### src/rtl/tickdog_pkg.sv
package tickdog_pkg;

    localparam int DATA_W    = 32;
    localparam int RES_LSB   = 20;
    localparam int BIT_RSTEN = 26;
    localparam int BIT_RUN   = 27;
    localparam int BIT_BUSY  = 28;
    localparam int OFS_CTRL  = 0;
    localparam int OFS_LEFT  = 4;

    typedef enum logic [2:0] {
        ST_IDLE = 3'd0,
        ST_SYNC = 3'd1,
        ST_RUN  = 3'd2,
        ST_HOLD = 3'd3,
        ST_TRIP = 3'd4
    } wd_state_e;

endpackage

### src/rtl/tickdog_timebase.sv
module tickdog_timebase #(
    parameter int CLK_PER_TB = 1000,
    parameter int RES_W      = 4
) (
    input  logic             clk,
    input  logic             rst_n,
    input  logic             restart,
    input  logic [RES_W-1:0] res,
    output logic             tick
);
    localparam int MAX_RES = (1 << RES_W) - 1;
    localparam int PRE_W   = MAX_RES + 1;

    logic             tb_pulse;
    logic [PRE_W-1:0] pre_cnt;
    logic [PRE_W-1:0] pre_last;

    generate
        if (CLK_PER_TB > 1) begin : g_div
            localparam int TBW = $clog2(CLK_PER_TB);
            localparam logic [TBW-1:0] TB_LAST = TBW'(CLK_PER_TB - 1);
            logic [TBW-1:0] tb_cnt;

            always_ff @(posedge clk or negedge rst_n) begin
                if (!rst_n) begin
                    tb_cnt <= '0;
                end else if (restart || tb_cnt == TB_LAST) begin
                    tb_cnt <= '0;
                end else begin
                    tb_cnt <= tb_cnt + 1'b1;
                end
            end
            assign tb_pulse = (tb_cnt == TB_LAST);
        end else begin : g_nodiv
            assign tb_pulse = 1'b1;
        end
    endgenerate

    // timebase pulses per tick minus one: 2^(MAX_RES - res) - 1
    assign pre_last = (PRE_W'(1) << (RES_W'(MAX_RES) - res)) - 1'b1;

    always_ff @(posedge clk or negedge rst_n) begin
        if (!rst_n) begin
            pre_cnt <= '0;
        end else if (restart) begin
            pre_cnt <= '0;
        end else if (tb_pulse) begin
            pre_cnt <= (pre_cnt == pre_last) ? '0 : pre_cnt + 1'b1;
        end
    end

    assign tick = !restart && tb_pulse && (pre_cnt == pre_last);

endmodule

### src/rtl/tickdog_regs.sv
module tickdog_regs
    import tickdog_pkg::*;
#(
    parameter int               CNT_W     = 20,
    parameter int               RES_W     = 4,
    parameter int               ADDR_W    = 4,
    parameter logic [RES_W-1:0] RES_RESET = 4'd4
) (
    input  logic              clk,
    input  logic              rst_n,
    input  logic              reg_wr,
    input  logic [ADDR_W-1:0] reg_addr,
    input  logic [DATA_W-1:0] reg_wdata,
    input  logic              busy,
    input  logic [CNT_W-1:0]  cur_count,
    output logic              ctrl_wr,
    output logic [CNT_W-1:0]  ctl_count,
    output logic [RES_W-1:0]  ctl_res,
    output logic              ctl_run,
    output logic              ctl_rst_en,
    output logic [DATA_W-1:0] reg_rdata
);
    assign ctrl_wr = reg_wr && (reg_addr == ADDR_W'(OFS_CTRL));

    always_ff @(posedge clk or negedge rst_n) begin
        if (!rst_n) begin
            ctl_count  <= '0;
            ctl_res    <= RES_RESET;
            ctl_run    <= 1'b0;
            ctl_rst_en <= 1'b0;
        end else if (ctrl_wr) begin
            ctl_count  <= reg_wdata[CNT_W-1:0];
            ctl_res    <= reg_wdata[RES_LSB +: RES_W];
            ctl_run    <= reg_wdata[BIT_RUN];
            ctl_rst_en <= reg_wdata[BIT_RSTEN];
        end
    end

    always_comb begin
        reg_rdata = '0;
        if (reg_addr == ADDR_W'(OFS_CTRL)) begin
            reg_rdata[CNT_W-1:0]         = ctl_count;
            reg_rdata[RES_LSB +: RES_W]  = ctl_res;
            reg_rdata[BIT_RSTEN]         = ctl_rst_en;
            reg_rdata[BIT_RUN]           = ctl_run;
            reg_rdata[BIT_BUSY]          = busy;
        end else if (reg_addr == ADDR_W'(OFS_LEFT)) begin
            reg_rdata[CNT_W-1:0]         = cur_count;
        end
    end

endmodule

### src/rtl/tickdog_seq.sv
module tickdog_seq
    import tickdog_pkg::*;
#(
    parameter int CNT_W       = 20,
    parameter int LOAD_CYCLES = 3
) (
    input  logic             clk,
    input  logic             rst_n,
    input  logic             ctrl_wr,
    input  logic [CNT_W-1:0] ctl_count,
    input  logic             ctl_run,
    input  logic             ctl_rst_en,
    input  logic             tick,
    output logic             load,
    output logic             busy,
    output logic             trip,
    output logic [CNT_W-1:0] cur_count
);
    localparam int SW = (LOAD_CYCLES > 1) ? $clog2(LOAD_CYCLES) : 1;
    localparam logic [SW-1:0] SYNC_LAST = SW'(LOAD_CYCLES - 1);

    wd_state_e       state, state_nx;
    logic [SW-1:0]   sync_cnt;

    assign load = (state == ST_SYNC) && !ctrl_wr && (sync_cnt == SYNC_LAST);

    always_comb begin
        state_nx = state;
        unique case (state)
            ST_IDLE, ST_HOLD: begin
                if (ctrl_wr) state_nx = ST_SYNC;
            end
            ST_RUN: begin
                if (ctrl_wr)                state_nx = ST_SYNC;
                else if (cur_count == '0)   state_nx = ctl_rst_en ? ST_TRIP : ST_HOLD;
            end
            ST_SYNC: begin
                if (load) state_nx = ctl_run ? ST_RUN : ST_IDLE;
            end
            ST_TRIP: begin
                state_nx = ST_TRIP;
            end
            default: state_nx = ST_IDLE;
        endcase
    end

    always_ff @(posedge clk or negedge rst_n) begin
        if (!rst_n) state <= ST_IDLE;
        else        state <= state_nx;
    end

    always_ff @(posedge clk or negedge rst_n) begin
        if (!rst_n) begin
            sync_cnt <= '0;
        end else if (ctrl_wr && state != ST_TRIP) begin
            sync_cnt <= '0;
        end else if (state == ST_SYNC) begin
            sync_cnt <= sync_cnt + 1'b1;
        end
    end

    always_ff @(posedge clk or negedge rst_n) begin
        if (!rst_n) begin
            cur_count <= '0;
        end else if (load) begin
            cur_count <= ctl_count;
        end else if (state == ST_RUN && !ctrl_wr && tick && cur_count != '0) begin
            cur_count <= cur_count - 1'b1;
        end
    end

    always_comb begin
        busy = (state == ST_SYNC);
        trip = (state == ST_TRIP);
    end

endmodule

### src/rtl/tickdog.sv
module tickdog
    import tickdog_pkg::*;
#(
    parameter int CLK_PER_TB  = 1000,
    parameter int CNT_W       = 20,
    parameter int RES_W       = 4,
    parameter int ADDR_W      = 4,
    parameter int LOAD_CYCLES = 3,
    parameter int RES_RESET   = 4
) (
    input  logic              clk,
    input  logic              rst_n,
    input  logic              reg_wr,
    input  logic [ADDR_W-1:0] reg_addr,
    input  logic [31:0]       reg_wdata,
    output logic [31:0]       reg_rdata,
    output logic              rst_req
);
    logic             ctrl_wr;
    logic [CNT_W-1:0] ctl_count;
    logic [RES_W-1:0] ctl_res;
    logic             ctl_run;
    logic             ctl_rst_en;
    logic             load;
    logic             busy;
    logic             tick;
    logic [CNT_W-1:0] cur_count;

    tickdog_regs #(
        .CNT_W     (CNT_W),
        .RES_W     (RES_W),
        .ADDR_W    (ADDR_W),
        .RES_RESET (RES_W'(RES_RESET))
    ) u_regs (
        .clk        (clk),
        .rst_n      (rst_n),
        .reg_wr     (reg_wr),
        .reg_addr   (reg_addr),
        .reg_wdata  (reg_wdata),
        .busy       (busy),
        .cur_count  (cur_count),
        .ctrl_wr    (ctrl_wr),
        .ctl_count  (ctl_count),
        .ctl_res    (ctl_res),
        .ctl_run    (ctl_run),
        .ctl_rst_en (ctl_rst_en),
        .reg_rdata  (reg_rdata)
    );

    tickdog_timebase #(
        .CLK_PER_TB (CLK_PER_TB),
        .RES_W      (RES_W)
    ) u_timebase (
        .clk     (clk),
        .rst_n   (rst_n),
        .restart (load),
        .res     (ctl_res),
        .tick    (tick)
    );

    tickdog_seq #(
        .CNT_W       (CNT_W),
        .LOAD_CYCLES (LOAD_CYCLES)
    ) u_seq (
        .clk        (clk),
        .rst_n      (rst_n),
        .ctrl_wr    (ctrl_wr),
        .ctl_count  (ctl_count),
        .ctl_run    (ctl_run),
        .ctl_rst_en (ctl_rst_en),
        .tick       (tick),
        .load       (load),
        .busy       (busy),
        .trip       (rst_req),
        .cur_count  (cur_count)
    );

endmodule

### config.mk
export PLATFORM = sky130hd
export DESIGN_NAME = tickdog
export DESIGN_NICKNAME = d
export VERILOG_FILES = /design/src/rtl/tickdog_pkg.sv /design/src/rtl/tickdog_timebase.sv /design/src/rtl/tickdog_regs.sv /design/src/rtl/tickdog_seq.sv /design/src/rtl/tickdog.sv
export SDC_FILE = /design/constraint.sdc
export NUM_CORES = 1
export LEC_CHECK = 0
export ABC_AREA = 1
export CORE_AREA = 2 2 104 106
export CTS_BUF_LIST = sky130_fd_sc_hd__clkbuf_4 sky130_fd_sc_hd__clkbuf_8 sky130_fd_sc_hd__clkbuf_16
export DETAILED_ROUTE_END_ITERATION = 12
export DIE_AREA = 0 0 106 108
export GPL_TIMING_DRIVEN = 0
export PLACE_DENSITY = 0.8
export SETUP_SLACK_MARGIN = 0.4
export SLEW_MARGIN = 30
export SYNTH_ARGS = -nofsm -noshare
export SYNTH_HDL_FRONTEND = slang
export SYNTH_SLANG_ARGS = --single-unit
### constraint.sdc
create_clock -name clk -period 5.45 [get_ports clk]
set_input_delay 0.545 -clock clk [delete_from_list [all_inputs] [get_ports clk]]
set_output_delay 0.545 -clock clk [all_outputs]
set_load 0.03 [all_outputs]
==> flow_results.org, run 1 <==
** Worst setup path
- Path type of the worst setup path :: in -> out
- STA classifies the critical path endpoint as an output pin.
- The worst setup path is launched from a primary input.
- STA puts the critical path data arrival time at 2770 ps.
- Cell occurring most often along the worst timing path :: sky130_fd_sc_hd__clkdlybuf4s50_1
- Walking the worst path, the cells encountered are clkdlybuf4s50_1 > nor2_1 > nand2_1 > clkbuf_1 > o22ai_1 > clkdlybuf4s50_1.
- Data required time at the worst endpoint :: 4910 ps
- The worst register-to-register path ends at u_seq.cur_count[11].
- Max stage delay on crit path :: 710 ps
- Flop2flop setup slack :: approximately 2700 ps
- The startpoint identified for the worst register-to-register timing path is u_regs.ctl_res[3].
- Critical-path cell with the highest stage delay :: sky130_fd_sc_hd__clkdlybuf4s50_1
- Of all nets on the critical path, the largest fanout is 10.
- The number of cells on the worst reg-to-reg path is 17.

** Logic synthesis
- Most common flop cell mapped by yosys :: sky130_fd_sc_hd__dfrtp_1
- Counting every instance in the synthesized netlist gives 779.
- A synthesized cell averages 6.53 µm².
- Warnings, synthesis :: 0
- After synthesis, the share of cell area in mux cells is 0.221%.
- The number of different library cells used by synthesis comes to 33.
- After Yosys synthesis, full adders, half adders and majority gates account for 1.23% of the synthesized area.
- Post-synthesis instance area :: around 5100 µm²
- Share of the yosys chip area belonging to registers :: between 30% and 40%
- After synthesis, the share of flip-flops with an asynchronous set or reset is 100%.
- Largest family of logic cells by synthesized area :: simple AND/OR/NAND/NOR gates
- In the post-synthesis netlist, the biggest area contributors are sky130_fd_sc_hd__dfrtp_1 (37%), sky130_fd_sc_hd__nand2_1 (16%), sky130_fd_sc_hd__nor2_1 (7.6%), sky130_fd_sc_hd__inv_1 (7.5%), sky130_fd_sc_hd__nand3_1 (6.9%).
- Count of state elements after synthesis :: between 70 and 80
- Yosys mapped a number of flops with a built-in enable equal to 0.
- Synthesized-area fraction occupied by and/or/nand/nor cells :: 34.8%
- Of all cell types, the one taking the most synthesized area is sky130_fd_sc_hd__dfrtp_1.
- Area share of the largest cell type after synthesis :: 37.4%
- The synthesized netlist devotes roughly 11% of its cell area to compound gates.
- Post-synthesis share of cell area spent on xor and xnor gates :: 3.27%

** STA
- Setup TNS :: 0 ps
- The clock period could shrink to 3320 ps.
- Unrepaired setup endpoints after global routing :: no
- Measured slew at the worst slew-check pin :: approximately 630 ps
- Final count of negative-setup-slack endpoints :: 0
- The final-report max-slew violation count came to 0.
- Remaining max-slew budget at the tightest pin :: 57.9%
- The final-report hold violation count is 0.
- Period Utilization, post-route :: 60.8%
- Once routing completed, OpenROAD measured the worst setup slack at 2130 ps.
- Clock skew after layout :: 9.10 ps
- Based on the critical path, the design can be clocked at up to approximately 300 MHz.

** Cells and area
- Leading cell types in the layout, fill and taps excluded :: sky130_fd_sc_hd__nand2_1 (213), sky130_fd_sc_hd__nor2_1 (103), sky130_fd_sc_hd__inv_1 (101)
- Final layout net count :: 899
- Relative to the synthesized area, the layout overhead comes to 19.8%.
- Most common cell after layout, fill and taps aside :: sky130_fd_sc_hd__nand2_1
- The number of antenna diodes in the final layout is 0.
- Share of cells above drive strength 1 :: under 10%

** Global routing
- Number of antenna violations at the first check in global routing :: 0
- Overall routing resource usage :: 25.3%
- After global routing the overflow that remains totals 0.
- Entering global routing, the biggest net connects 57 pins.
- Wire length of the first global-routing pass :: 23100 µm
- Via count of the first global-routing pass :: 4892

** Pwr
- Power spread over the standard cell area amounts to 383 nW/µm².
- Leakage power summed over all cells :: 3.04 nW
- Worst supply voltage drop on vdd :: 0.000215 V

** Clock network
- Clock latency on the worst-skew pair, taken at its later pin, is ~350 ps.
- Post-CTS setup buffers :: 0
- Buffers inserted during clock tree synthesis total 9.
- Hold buffer count at cts :: 0
- Buffer type at the clock tree root :: sky130_fd_sc_hd__clkbuf_8
- Clock tree synthesis found a total of 77 sinks.
- TritonCTS clock tree :: done
- Clock slew seen by the registers of the worst setup and hold paths :: 80 ps
- The longest clock path from root to sink contains 2 buffers.
- After clock tree synthesis, the repair step resized 0 gates.
- The H-tree generated during clock tree synthesis spans 3 levels.

** Detailed routing
- The routed design has 13600 µm of wire.
- The routed layout has 5249 vias.
- The detailed router put a total of 6460 µm of wire on met1.
- Top routing layer in use :: met4
- In this run the remaining antenna-violating nets after routing total 0.
- Remaining DRCs :: 0
- Met2 layer wire length in the routed design :: just over 6000 µm
- 1st-pass router iterations :: 5
- Post-DR wirelength/cell :: between 10 and 15 µm
- For this block, the initial DRC count from the detailed router was ~340.
- Wire segments on met3 add up to 755 µm in the final route.
- Dividing the detail-routed via count by the number of cells gives 5.27.

** Job
- Number of violations of the max-capacitance limit :: 0

** Placed design
- Final Wtd Congestion :: 0.968
- Port buffering added 60 buffers.
- Post-detailed-placement half-perimeter wirelength :: 10300 µm
- Worst-case setup slack after placement :: 2160 ps

** Floorplan
- From left edge to right edge, the die measures 106 µm.
- Initial cell density of the core :: 49.7%
- The die covers 11400 µm².
- Count of boundary I/O pins :: 72
- DIE HEIGHT :: 108 µm
- Num rows :: 37
- After floorplanning, the core was sized to cover 10200 µm².

** Run status
- Result of the run :: complete, no violations

** Hold path
- The path class of the tightest hold or removal check is in -> async.
power breakdown:
part	internal (W)	total [W]	switching (W)
sequential	0.000716	0.000832	0.000117
clock	0.000226	0.000435	0.000209
combinational	0.000379	0.00107	0.000687
worst max path at each step:
stage                           start                 to  slack, ps  cells after the start
after floorplan           reg_addr[1]      reg_rdata[14]       3170                      4
after global placement          rst_n  u_regs.ctl_res[1]       1050                      1
after detailed placement  reg_addr[1]      reg_rdata[18]       2160                      6
after CTS                 reg_addr[1]      reg_rdata[18]       2160                      6
after global routing      reg_addr[1]      reg_rdata[18]       2000                      6
final                     reg_addr[1]      reg_rdata[17]       2130                      6
layout make-up:
| type | count | area [µm²] |
|---|---|---|
| Timing Repair Buffer | 61 | 629 |
| Fill cell | 965 | 4130 |
| Inverter | 109 | 409 |
| Multi-Input combinational cell | 565 | 2610 |
| Buffer | 32 | 156 |
| Tap cell | 136 | 170 |
| Clock buffer | 11 | 145 |
| Clock inverter | 5 | 50.0 |
| Sequential cell | 77 | 1930 |
flip-flops by register name (all words and copies together) (netlist names):
register and cells:
u_timebase.g_div.tb_cnt 10, u_regs.ctl_count 20, u_seq.cur_count 20, u_seq.sync_cnt 2
u_regs.ctl_run 1, u_regs.ctl_res 4, u_seq.state 3, u_regs.ctl_rst_en 1
u_timebase.pre_cnt 16
synthesized netlist by cell type, types with 8 or more instances:
library cell	instances
sky130_fd_sc_hd__o22ai_1	22
sky130_fd_sc_hd__nor2_1	103
sky130_fd_sc_hd__inv_2	8
sky130_fd_sc_hd__dfrtp_1	76
sky130_fd_sc_hd__clkbuf_1	16
sky130_fd_sc_hd__a21oi_1	33
sky130_fd_sc_hd__xor2_1	18
sky130_fd_sc_hd__nand2_1	213
sky130_fd_sc_hd__o21ai_0	37
sky130_fd_sc_hd__inv_1	101
sky130_fd_sc_hd__nor3_1	16
sky130_fd_sc_hd__buf_4	8
sky130_fd_sc_hd__o21ai_1	13
sky130_fd_sc_hd__nand3_1	70
sky130_fd_sc_hd__nand4_1	10
layer usage:
metal | GRT usage [%] | vias to the layer above
met5 | 0 | -
met1 | 36.0 | 2424
met4 | 8.27 | 0
li1 | - | 2629
met2 | 40.3 | 170
met3 | 3.19 | 26
logic make-up (layout without fill, tap and decap cells):
| kind of cell | after synthesis | in the layout |
|---|---|---|
| AO/OA/AOI/OAI | 109 | 109 |
| flip-flops | 77 | 77 |
| buffers and inverters | 141 | 218 |
| AND/OR/NAND/NOR | 426 | 426 |
| adder cells (fa/ha/maj) | 5 | 5 |
| other | 1 | 5 |
| multiplexers | 1 | 1 |
| XOR/XNOR | 19 | 19 |
through the flow:
step | instance area (µm²) | hold slack, ps | cells | power [W] | util, %
global route | 6100 | 43.7 | 996 | 0.00253 | 59.6
global placement | 5870 | 452 | 979 | 0.00186 | 57.4
floorplan | 5100 | 249 | 783 | 0.00161 | -
CTS | 6100 | 37.0 | 996 | 0.00233 | 59.6
detailed placement | 5900 | 413 | 980 | 0.00189 | 57.7
finish | 6100 | 35.3 | 996 | 0.00233 | 59.6
critical path: cells and delay by family:
family,cells,cell delay (ps)
AO/OA/AOI/OAI,1,320
AND/OR/NAND/NOR,2,430
buffers and inverters,3,1450
Note: power is estimated with default switching activity, not from simulation.
==> inputs of run 2 (changes only) <==
==> constraint.sdc (replaced) <==
create_clock -name clk -period 3.4 [get_ports clk]
set_input_delay 0.34 -clock clk [delete_from_list [all_inputs] [get_ports clk]]
set_output_delay 0.34 -clock clk [all_outputs]
set_load 0.03 [all_outputs]
==> run 2 against run 1 <==
Effect of this change:
- wire length hardly changed
- design area rose by 0.29%
- largest power group unchanged
- clock-buffer cell count unchanged
==> flow_results.org, run 2 (same netlist as run 1, synthesis figures left out) <==
** Cells and area
- The commonest non-fill, non-tap cell in the layout was sky130_fd_sc_hd__nand2_1 (unchanged).
- The layout filler cell count was 964 (was 965).
- Core occupancy in the finished layout :: 59.8% (was 59.6%)
- Area used by multi-input combinational logic :: 2610 µm² (about the same)
- Biggest registers after layout: u_regs.ctl_count (20), u_seq.cur_count (20), u_timebase.pre_cnt (16) (unchanged).
- Signed area change from the synthesized netlist to the final layout :: 20.2% (was 19.8%)
- Share of cells above drive strength 1 :: 5.92% (was 5.81%)
- The total area of sequential cells is 1930 µm² (unchanged).
- Leading cell types in the layout, fill and taps excluded :: sky130_fd_sc_hd__nand2_1 (213), sky130_fd_sc_hd__nor2_1 (103), sky130_fd_sc_hd__inv_1 (101) (unchanged)
- Final Cell Area :: 6120 µm² (was 6100 µm²)
- The antenna cell count is 0 (unchanged).
- The post-layout net count came to 900 (was 899).

** STA
- The worst-margin pin slew was 616 ps (was 632 ps).
- Number of pins exceeding their max-slew limit in the final report :: 0 (unchanged)
- Of the available clock period, the critical path in the final layout requires around 84%.
- Setup TNS :: 0 ps (unchanged)
- The post-route worst setup slack came to 533 ps (was 2130 ps).
- The post-route clock skew came to 9.44 ps (was 9.10 ps).
- Minimum clock period :: roughly 2900 ps
- The setup-violating endpoint count in the final report is 0 (unchanged).
- Remaining max-slew budget at the tightest pin :: 58.9% (was 57.9%)
- Unrepaired setup endpoints after global routing :: no (unchanged)
- Final Hold Viols :: 0 (unchanged)
- Max Fclk :: 349 MHz

** Floorplan
- DIE HEIGHT :: 108 µm (unchanged)
- Initial cell density of the core :: 49.7% (unchanged)
- Chip width :: 106 µm (unchanged)
- Count of boundary I/O pins :: 72 (unchanged)
- Placeable core region :: 10200 µm² (unchanged)
- Num rows :: 37 (unchanged)
- Die footprint :: 11400 µm² (unchanged)

** Clock network
- CTS Buf Count :: 9 (unchanged)
- Clock slew seen by the registers of the worst setup and hold paths :: 80 ps (about the same)
- Clock latency at the later pin of the worst-skew pair :: 350 ps (about the same)
- The clock root buffer master was sky130_fd_sc_hd__clkbuf_8 (unchanged).
- TritonCTS clock tree :: done (unchanged)
- The maximum count of clock buffers along a single path was 2 (unchanged).
- Num Clock Sinks :: 77 (unchanged)
- The depth of the CTS H-tree came to 3 (unchanged).

** Worst setup path
- The required time reported for the critical path endpoint was 3060 ps (was 4910 ps).
- Sort of element at the start of the critical path :: primary input (unchanged)
- The master of the slowest instance on the critical path is sky130_fd_sc_hd__clkdlybuf4s50_1 (unchanged).
- The type of the worst setup path is in -> out (unchanged).
- Nature of the critical path endpoint :: output pin (unchanged)
- The most frequent cell on the critical path is sky130_fd_sc_hd__clkdlybuf4s50_1 (unchanged).
- Max stage delay on crit path :: 730 ps (was 710 ps)
- CP Max Fanout :: 10 (unchanged)
- The critical path arrival is 2530 ps (was 2770 ps).
- Cell breakdown of the critical path :: clkdlybuf4s50_1 > nor2_1 > nand2_1 > clkbuf_1 > o22ai_1 > clkdlybuf4s50_1 (unchanged)

** Pwr
- Leakage power summed over all cells :: 3.08 nW (was 3.04 nW)
- Total power :: 0.00374 W (was 0.00233 W)
- Power per cell area :: 612 nW/µm² (was 383 nW/µm²)
- The maximum vdd ir drop was 0.000344 V (was 0.000215 V).

** Placed design
- Post-detailed-placement half-perimeter wirelength :: 10300 µm (unchanged)
- Port buffer count :: 60 (unchanged)
- Worst-case setup slack after placement :: 522 ps (was 2160 ps)
- Final Wtd Congestion :: 0.968 (unchanged)
- Area after DPL :: 5900 µm² (unchanged)

** Detailed routing
- Vias per Instance :: 5.28 (was 5.27)
- The count of unresolved DRC violations after routing is 0 (unchanged).
- The total number of vias is 5264 (was 5249).
- The DRC violation total after the first TritonRoute iteration was 337 (was 342).
- The mean routed wirelength per cell is 13.7 µm (about the same).
- The number of optimization iterations in the first detailed-route pass came to 5 (unchanged).
- The detailed-route wire length is 13700 µm (was 13600 µm).
- Antenna-violating nets left :: 0 (unchanged)

** Hold path
- Worst hold-check path type :: in -> async (unchanged)

** Global routing
- The largest net degree at the start of global routing is 57 (unchanged).
- Overall routing resource usage :: 25.3% (unchanged)
- The number of global-route vias before repair came to 4898 (was 4892).
- The global-route wire length before repair is 23100 µm (unchanged).
- Global route overflow :: 0 (unchanged)
- Number of antenna violations at the first check in global routing :: 0 (unchanged)

** Job
- The max capacitance violation total was 0 (unchanged).

** Run status
- Result of the run :: complete, no violations (unchanged)
[run 2: power breakdown]
part | switching [W] | internal, W
logic | 0.00110 | 0.000611
registers | 0.000187 | 0.00115
clock network | 0.000336 | 0.000363
total | 0.00162 | 0.00212
[run 2: final cells by class]
class	instances	share of cell area, %
flip-flops and latches	77	31.5
clock buffers	11	2.37
well taps	136	2.78
repair buffers	62	10.5
clock inverters	5	0.818
plain buffers	32	2.56
inverters	109	6.69
multi-input cells	565	42.7
[run 2: worst max-delay path, delay by kind of cell]
family / cells / cell delay, ps
compound gates: 1 / 290
buf+inv: 3 / 1460
simple gates: 2 / 440
[run 2: path summary, 6_finish.rpt]
check / slack [ps] / from / cells past startpoint / endpoint
worst max-delay path: 530 / reg_addr[1] / 6 / reg_rdata[16]
worst min-delay path: 400 / rst_n / 2 / u_timebase.g_div.tb_cnt[7]
worst max register to register: 720 / u_regs.ctl_res[2] / 16 / u_timebase.pre_cnt[0]
worst min register to register: 470 / u_timebase.g_div.tb_cnt[0] / 1 / u_timebase.g_div.tb_cnt[0]
max in group asynchronous: 2400 / rst_n / 3 / u_regs.ctl_res[2]
min in group clk: 470 / u_timebase.g_div.tb_cnt[0] / 1 / u_timebase.g_div.tb_cnt[0]
[run 2: routing by layer]
| layer | track usage (%) | routed length (µm) |
|---|---|---|
| met1 | 36.0 | 6440 |
| met5 | 0 | 0 |
| met2 | 40.3 | 6140 |
| met4 | 8.27 | 302 |
| met3 | 3.19 | 769 |
[run 2: what timing repair did]
item,4_1_cts,5_1_grt
endpoints found under the hold margin,21,0
hold buffers,1,0
endpoints found under the setup margin,0,3
buffers inserted,0,0
gates resized for setup,0,3
[run 2: per-stage QoR]
| stage | hold WS [ps] | instances |
|---|---|---|
| finish | 403 | 997 |
| global route | 425 | 997 |
| CTS | 411 | 997 |
| detailed placement | 208 | 980 |
| global placement | 452 | 979 |
| floorplan | 44.4 | 783 |
